==> src/rtl/prep_branch_pkg.sv <==
package prep_branch_pkg;

  typedef enum logic [1:0] {
    OP_NONE    = 2'b00,
    OP_PREPARE = 2'b01,
    OP_COMPARE = 2'b10,
    OP_BRANCH  = 2'b11
  } branchOp_e;

  typedef struct packed {
    logic wrTarget;
    logic wrPred;
    logic doBranch;
  } stepStrobe_t;

endpackage

==> src/rtl/prep_branch_ctrl.sv <==
module prep_branch_ctrl
  import prep_branch_pkg::*;
(
  input  logic        clk,
  input  logic        rstN,
  input  logic [1:0]  opCode,
  output stepStrobe_t strobe,
  output logic        resValid
);

  branchOp_e opDec;
  logic      validQ;

  always_comb begin
    opDec  = branchOp_e'(opCode);
    strobe = '0;
    unique case (opDec)
      OP_PREPARE: strobe.wrTarget = 1'b1;
      OP_COMPARE: strobe.wrPred   = 1'b1;
      OP_BRANCH:  strobe.doBranch = 1'b1;
      default:    strobe          = '0;
    endcase
  end

  always_ff @(posedge clk or negedge rstN) begin
    if (!rstN) validQ <= 1'b0;
    else       validQ <= strobe.doBranch;
  end

  assign resValid = validQ;

  // at most one step strobe per cycle
  p_one_strobe_r6: assert property (@(posedge clk) disable iff (!rstN)
    $onehot0({strobe.wrTarget, strobe.wrPred, strobe.doBranch}));

  // valid pulse tracks branch opcode one cycle later
  p_valid_follows_branch_r6: assert property (@(posedge clk) disable iff (!rstN)
    (opCode == 2'b11) |=> resValid);

  p_valid_only_branch_r6: assert property (@(posedge clk) disable iff (!rstN)
    (opCode != 2'b11) |=> !resValid);

endmodule

==> src/rtl/prep_branch_dpath.sv <==
module prep_branch_dpath
  import prep_branch_pkg::*;
#(
  parameter int ADDR_W   = 32,
  parameter int NUM_TGT  = 4,
  parameter int NUM_PRED = 4,
  parameter int PC_STEP  = 4,
  localparam int TSEL_W  = (NUM_TGT  > 1) ? $clog2(NUM_TGT)  : 1,
  localparam int PSEL_W  = (NUM_PRED > 1) ? $clog2(NUM_PRED) : 1
) (
  input  logic              clk,
  input  logic              rstN,
  input  stepStrobe_t       strobe,
  input  logic [TSEL_W-1:0] tgtSel,
  input  logic [PSEL_W-1:0] predSel,
  input  logic [ADDR_W-1:0] tgtAddr,
  input  logic [ADDR_W-1:0] cmpA,
  input  logic [ADDR_W-1:0] cmpB,
  input  logic [ADDR_W-1:0] pcIn,
  output logic              resTaken,
  output logic [ADDR_W-1:0] resNextPc
);

  localparam logic [ADDR_W-1:0] STEP = ADDR_W'(PC_STEP);

  logic [ADDR_W-1:0] tgtQ [NUM_TGT];
  logic [NUM_PRED-1:0] predQ;
  logic cmpEq;
  logic selPred;
  logic [ADDR_W-1:0] selTgt;
  logic [ADDR_W-1:0] fallPc;
  logic takenQ;
  logic [ADDR_W-1:0] nextQ;

  // Target register bank, one writer per entry
  for (genvar t = 0; t < NUM_TGT; t++) begin : g_tgt
    logic wrHit;
    assign wrHit = strobe.wrTarget && (tgtSel == TSEL_W'(t));
    always_ff @(posedge clk or negedge rstN) begin
      if (!rstN)      tgtQ[t] <= '0;
      else if (wrHit) tgtQ[t] <= tgtAddr;
    end
  end

  assign cmpEq = (cmpA == cmpB);

  // Predicate bank, single-bit entries
  for (genvar p = 0; p < NUM_PRED; p++) begin : g_pred
    logic wrHit;
    assign wrHit = strobe.wrPred && (predSel == PSEL_W'(p));
    always_ff @(posedge clk or negedge rstN) begin
      if (!rstN)      predQ[p] <= 1'b0;
      else if (wrHit) predQ[p] <= cmpEq;
    end
  end

  assign selPred = predQ[predSel];
  assign selTgt  = tgtQ[tgtSel];
  assign fallPc  = pcIn + STEP;

  always_ff @(posedge clk or negedge rstN) begin
    if (!rstN) begin
      takenQ <= 1'b0;
      nextQ  <= '0;
    end else if (strobe.doBranch) begin
      takenQ <= selPred;
      nextQ  <= selPred ? selTgt : fallPc;
    end
  end

  assign resTaken  = takenQ;
  assign resNextPc = nextQ;

  // compare stores equality outcome in the named predicate
  p_pred_write_r3: assert property (@(posedge clk) disable iff (!rstN)
    strobe.wrPred |=> (predQ[$past(predSel)] == ($past(cmpA) == $past(cmpB))));

  // prepare stores address in the named target
  p_tgt_write_r2: assert property (@(posedge clk) disable iff (!rstN)
    strobe.wrTarget |=> (tgtQ[$past(tgtSel)] == $past(tgtAddr)));

  // predicates untouched without a compare
  p_pred_hold_r7: assert property (@(posedge clk) disable iff (!rstN)
    !strobe.wrPred |=> $stable(predQ));

  // not-taken result is fall-through address
  p_fall_through_r5: assert property (@(posedge clk) disable iff (!rstN)
    (strobe.doBranch && !selPred) |=> (!resTaken && resNextPc == $past(pcIn) + STEP));

  // taken result is the stored target
  p_taken_target_r4: assert property (@(posedge clk) disable iff (!rstN)
    (strobe.doBranch && selPred) |=> (resTaken && resNextPc == $past(selTgt)));

  // outputs hold between branches
  p_result_hold_r8: assert property (@(posedge clk) disable iff (!rstN)
    !strobe.doBranch |=> ($stable(resTaken) && $stable(resNextPc)));

endmodule

==> src/rtl/prep_branch_unit.sv <==
module prep_branch_unit
  import prep_branch_pkg::*;
#(
  parameter int ADDR_W   = 32,
  parameter int NUM_TGT  = 4,
  parameter int NUM_PRED = 4,
  parameter int PC_STEP  = 4,
  localparam int TSEL_W  = (NUM_TGT  > 1) ? $clog2(NUM_TGT)  : 1,
  localparam int PSEL_W  = (NUM_PRED > 1) ? $clog2(NUM_PRED) : 1
) (
  input  logic              clk,
  input  logic              rstN,
  input  logic [1:0]        opCode,
  input  logic [TSEL_W-1:0] tgtSel,
  input  logic [PSEL_W-1:0] predSel,
  input  logic [ADDR_W-1:0] tgtAddr,
  input  logic [ADDR_W-1:0] cmpA,
  input  logic [ADDR_W-1:0] cmpB,
  input  logic [ADDR_W-1:0] pcIn,
  output logic              resValid,
  output logic              resTaken,
  output logic [ADDR_W-1:0] resNextPc
);

  stepStrobe_t strobe;

  prep_branch_ctrl u_ctrl (
    .clk      (clk),
    .rstN     (rstN),
    .opCode   (opCode),
    .strobe   (strobe),
    .resValid (resValid)
  );

  prep_branch_dpath #(
    .ADDR_W   (ADDR_W),
    .NUM_TGT  (NUM_TGT),
    .NUM_PRED (NUM_PRED),
    .PC_STEP  (PC_STEP)
  ) u_dpath (
    .clk       (clk),
    .rstN      (rstN),
    .strobe    (strobe),
    .tgtSel    (tgtSel),
    .predSel   (predSel),
    .tgtAddr   (tgtAddr),
    .cmpA      (cmpA),
    .cmpB      (cmpB),
    .pcIn      (pcIn),
    .resTaken  (resTaken),
    .resNextPc (resNextPc)
  );

  // no result pulse in back-to-back cycles unless branches were back to back
  p_valid_pair_r6: assert property (@(posedge clk) disable iff (!rstN)
    (resValid && $past(resValid)) |-> ($past(opCode, 2) == 2'b11));

endmodule

==> config.mk <==
export PLATFORM = sky130hd
export DESIGN_NAME = prep_branch_unit
export DESIGN_NICKNAME = d
export VERILOG_FILES = /design/src/rtl/prep_branch_pkg.sv /design/src/rtl/prep_branch_ctrl.sv /design/src/rtl/prep_branch_dpath.sv /design/src/rtl/prep_branch_unit.sv
export SDC_FILE = /design/constraint.sdc
export NUM_CORES = 1
export LEC_CHECK = 0
export BUFFER_PORTS_ARGS = -buffer_cell sky130_fd_sc_hd__buf_2
export CAP_MARGIN = 10
export CORE_ASPECT_RATIO = 1.75
export CORE_MARGIN = 1
export CORE_UTILIZATION = 60
export CTS_BUF_LIST = sky130_fd_sc_hd__clkbuf_4
export DETAILED_ROUTE_END_ITERATION = 8
export GPL_TIMING_DRIVEN = 1
export PLACE_DENSITY = 0.86
export SETUP_SLACK_MARGIN = 0.1
export SYNTH_ARGS = -nofsm -noshare
export SYNTH_HDL_FRONTEND = slang
export SYNTH_HIERARCHICAL = 1
export SYNTH_SLANG_ARGS = --single-unit
==> constraint.sdc <==
create_clock -name clk -period 3.51 [get_ports clk]
set_input_delay 0.702 -clock clk [delete_from_list [all_inputs] [get_ports clk]]
set_output_delay 0.702 -clock clk [all_outputs]
set_load 0.005 [all_outputs]
==> out/results.txt <==
CTS Root Cell: clkbuf_4
Critical path's largest stage delay: 0.72 ns
Max Buffers Root-to-Sink: 2
Fin worst setup slack: 1.34 ns
RD Place Congestion: 0.870
Port Buffer Count: 169
Starting Density: 61.7%
Die width: 90.7 um
Synth Instances: 628
Crit path cell chain: buf_2, buf_4, mux4_2, o21ai_0, o22ai_1
Worst clock skew: 0.0176 ns
Worst endpoint required time: 3.95 ns
Multiplexer share of the synthesized area: 27.6%
Count leader, synth: dfrtp_1
DRT iter0 DRCs: 319
Wire length per cell: 19.9 um
Hold crit path type: input pin to asynchronous set/reset pin
Fmax: 0.461 GHz
Pwr per Cell Area: 474 nW/um2
Synth top area share: 50.3%
Peak VDD IR: 0.000221 V
Grt total ovfl: 0
Setup TNS: 0 ns
Critical path startpoint category: input pin
Adder-cell share of the synthesized area: 0.151%
RSZ-0062 raised after global routing: no
Simple-Gate Fraction of Synth Area: 8.45%
Share of layout cells above drive strength 1: 49.2%
Synth Area per Inst: 13.2 um2
WP buf/inv: 2
# resized after CTS: 0
Crit path time final: 2.17 ns
Number of synthesized flops with an enable pin: 0
CP max FO: 28
Synth Cell Area: 8260 um2
Largest area contributor in the netlist: dfrtp_1
Compound-Gate Fraction of Synth Area: 4.44%
Slew headroom: 35.6%
Synth Warn #: 6
Async set or reset register ratio after synthesis: 100%
Clock Latency Late Sink: 0.57 ns
Slowest-stage cell, CP: buf_2
Synth Area in XOR/XNOR: 5.94%
Leak: 0.00425 uW
Number of CTS-inserted buffers: 17
Vias per cell: 5.98
TritonCTS clock tree: built
DP Wirelength: 14100 um
Vias in the first global route: 6519
Max Slew Vio Count: 0
Total of max-cap violations: 0
Post-DRT Antenna Nets: 0
Register area share after synthesis: 50.3%
CP endpoint kind: register
Filler cells: 896
Top cells by count, synth: dfrtp_1 (166), mux2_2 (134), xor2_1 (47), mux4_2 (33), nand2_1 (33)
Nets@finish: 933
DIE AREA: 14300 um2
Final setup viols: 0
Worst-Margin Slew: 0.966 ns
I/O Pins: 170
DR DRC count: 0
CP arrival: 2.61 ns
Clk sink count: 166
Synth Flop Type: dfrtp_1
Vias: 5887
# rows: 56
Crit path max-delay family: buffers and inverters
Die Y: 157 um
Post-Syn Nets: 765
Core region area: 13400 um2
Final worst path period share: 61.9%
Synth unique cells: 48
Crit Path Category: input pin to register
Place WS: 0.684 ns
Drt total wl: 19600 um
Total GRT Usage: 29.6%
Flops & latches, synth: 166
Setup Buffers After CTS: 0
Antenna violations before repair: 1
Largest family of logic cells by synthesized area: multiplexers
# hold bufs at CTS: 0
Clock-pin slew of the registers on the worst-case setup and hold paths: 0.15 ns
Largest net degree at the start of global routing: 82
First-pass iteration count of the detailed router: 5
Final Hold Fails: 0
Global-route wire length before repair: 32200 um
Status: finished, final reports clean
Synth-to-Final Area Change: 15.7%
Top cells by area, synth: dfrtp_1 (50%), mux2_2 (18%), mux4_2 (9.0%), xor2_1 (5.0%), o21ai_0 (1.7%)
H-tree levels: 4
==> per-layer routing <==
layer	wire length, um	vias up	share of wire (%)	global-route usage (%)
li1	-	2621	-	-
met1	7030	2996	36	32.8
met2	10900	229	56	54.5
met3	1030	41	5.3	5.41
met4	633	0	3.2	13.8
met5	0	-	0	0
==> kinds of logic (layout without fill, tap and decap cells) <==
group,Yosys count,count (layout)
other,0,1
muxes,170,170
buffers and inverters,52,233
and+or+nand+nor,118,118
DFF,166,166
adders and majority gates,1,1
AOI/OAI and AO/OA,65,65
xor gates and xnor gates,56,56
==> per-stage QoR <==
| step | hold WS [ns] | utilization, % | power (uW) | cells | area [um2] |
|---|---|---|---|---|---|
| 6_report | 0.136 | 71.4 | 4530 | 984 | 9560 |
| 5_1_grt | 0.173 | 71.4 | 4740 | 984 | 9560 |
| 4_1_cts | 0.160 | 71.4 | 4540 | 983 | 9560 |
| 3_5_place_dp | 0.478 | 69.3 | 3440 | 951 | 9270 |
| 3_3_place_gp | 0.456 | 69.3 | 3340 | 951 | 9270 |
| 2_1_floorplan | 0.406 | - | 3050 | 628 | 8260 |
==> power by group <==
part | switching, uW | internal (uW) | total, uW
Combinational | 370 | 551 | 920
Clock | 691 | 435 | 1130
Sequential | 198 | 2280 | 2480
==> registers in the layout, indices dropped and copies added, names as in the netlist <==
register and count:
u_dpath/tgtQ 128, u_dpath/resNextPc 32, u_ctrl/resValid 1, u_dpath/resTaken 1, u_dpath/predQ 4
==> area by class of cell <==
type	instances	area, um2	share of cell area, %
repair buffers	184	977	10.2
diodes	1	2.50	0.0262
flip-flops and latches	166	4150	43.5
inverters	17	63.8	0.668
clock buffers	18	135	1.41
clock inverters	14	151	1.58
multi-input cells	410	3860	40.3
well taps	174	218	2.28
==> path summary, 6_finish.rpt <==
kind                       depth (start not counted)                     to  slack (ns)              from
max in group asynchronous                          2       u_dpath/tgtQ[76]        2.38              rstN
hold reg to reg                                    2       u_dpath/predQ[2]        0.51  u_dpath/predQ[2]
hold / removal                                     1      u_dpath/tgtQ[125]        0.14              rstN
setup / recovery                                   5  u_dpath/resNextPc[12]        1.34         tgtSel[0]
min in group clk                                   2      u_dpath/tgtQ[122]        0.40       tgtAddr[26]
setup reg to reg                                   5  u_dpath/resNextPc[20]        1.39  u_dpath/predQ[3]
==> placed cells by master, fill, tap and decap left out, drive strengths merged, types with 3 or more instances in the layout <==
cell type  instances
a21oi              9
nand2             33
nand4             10
clkinv             5
nor4              15
nand3b             4
buf              184
o31ai              3
xnor2              9
nor2              21
dfrtp            166
nor3               6
clkbuf            18
o22ai             10
inv               20
o21ai             37
mux2             134
mux4              33
xor2              47
nand3             16
mux2i              3
clkinvlp           4
No activity file was read; power rests on OpenSTA's default activity.
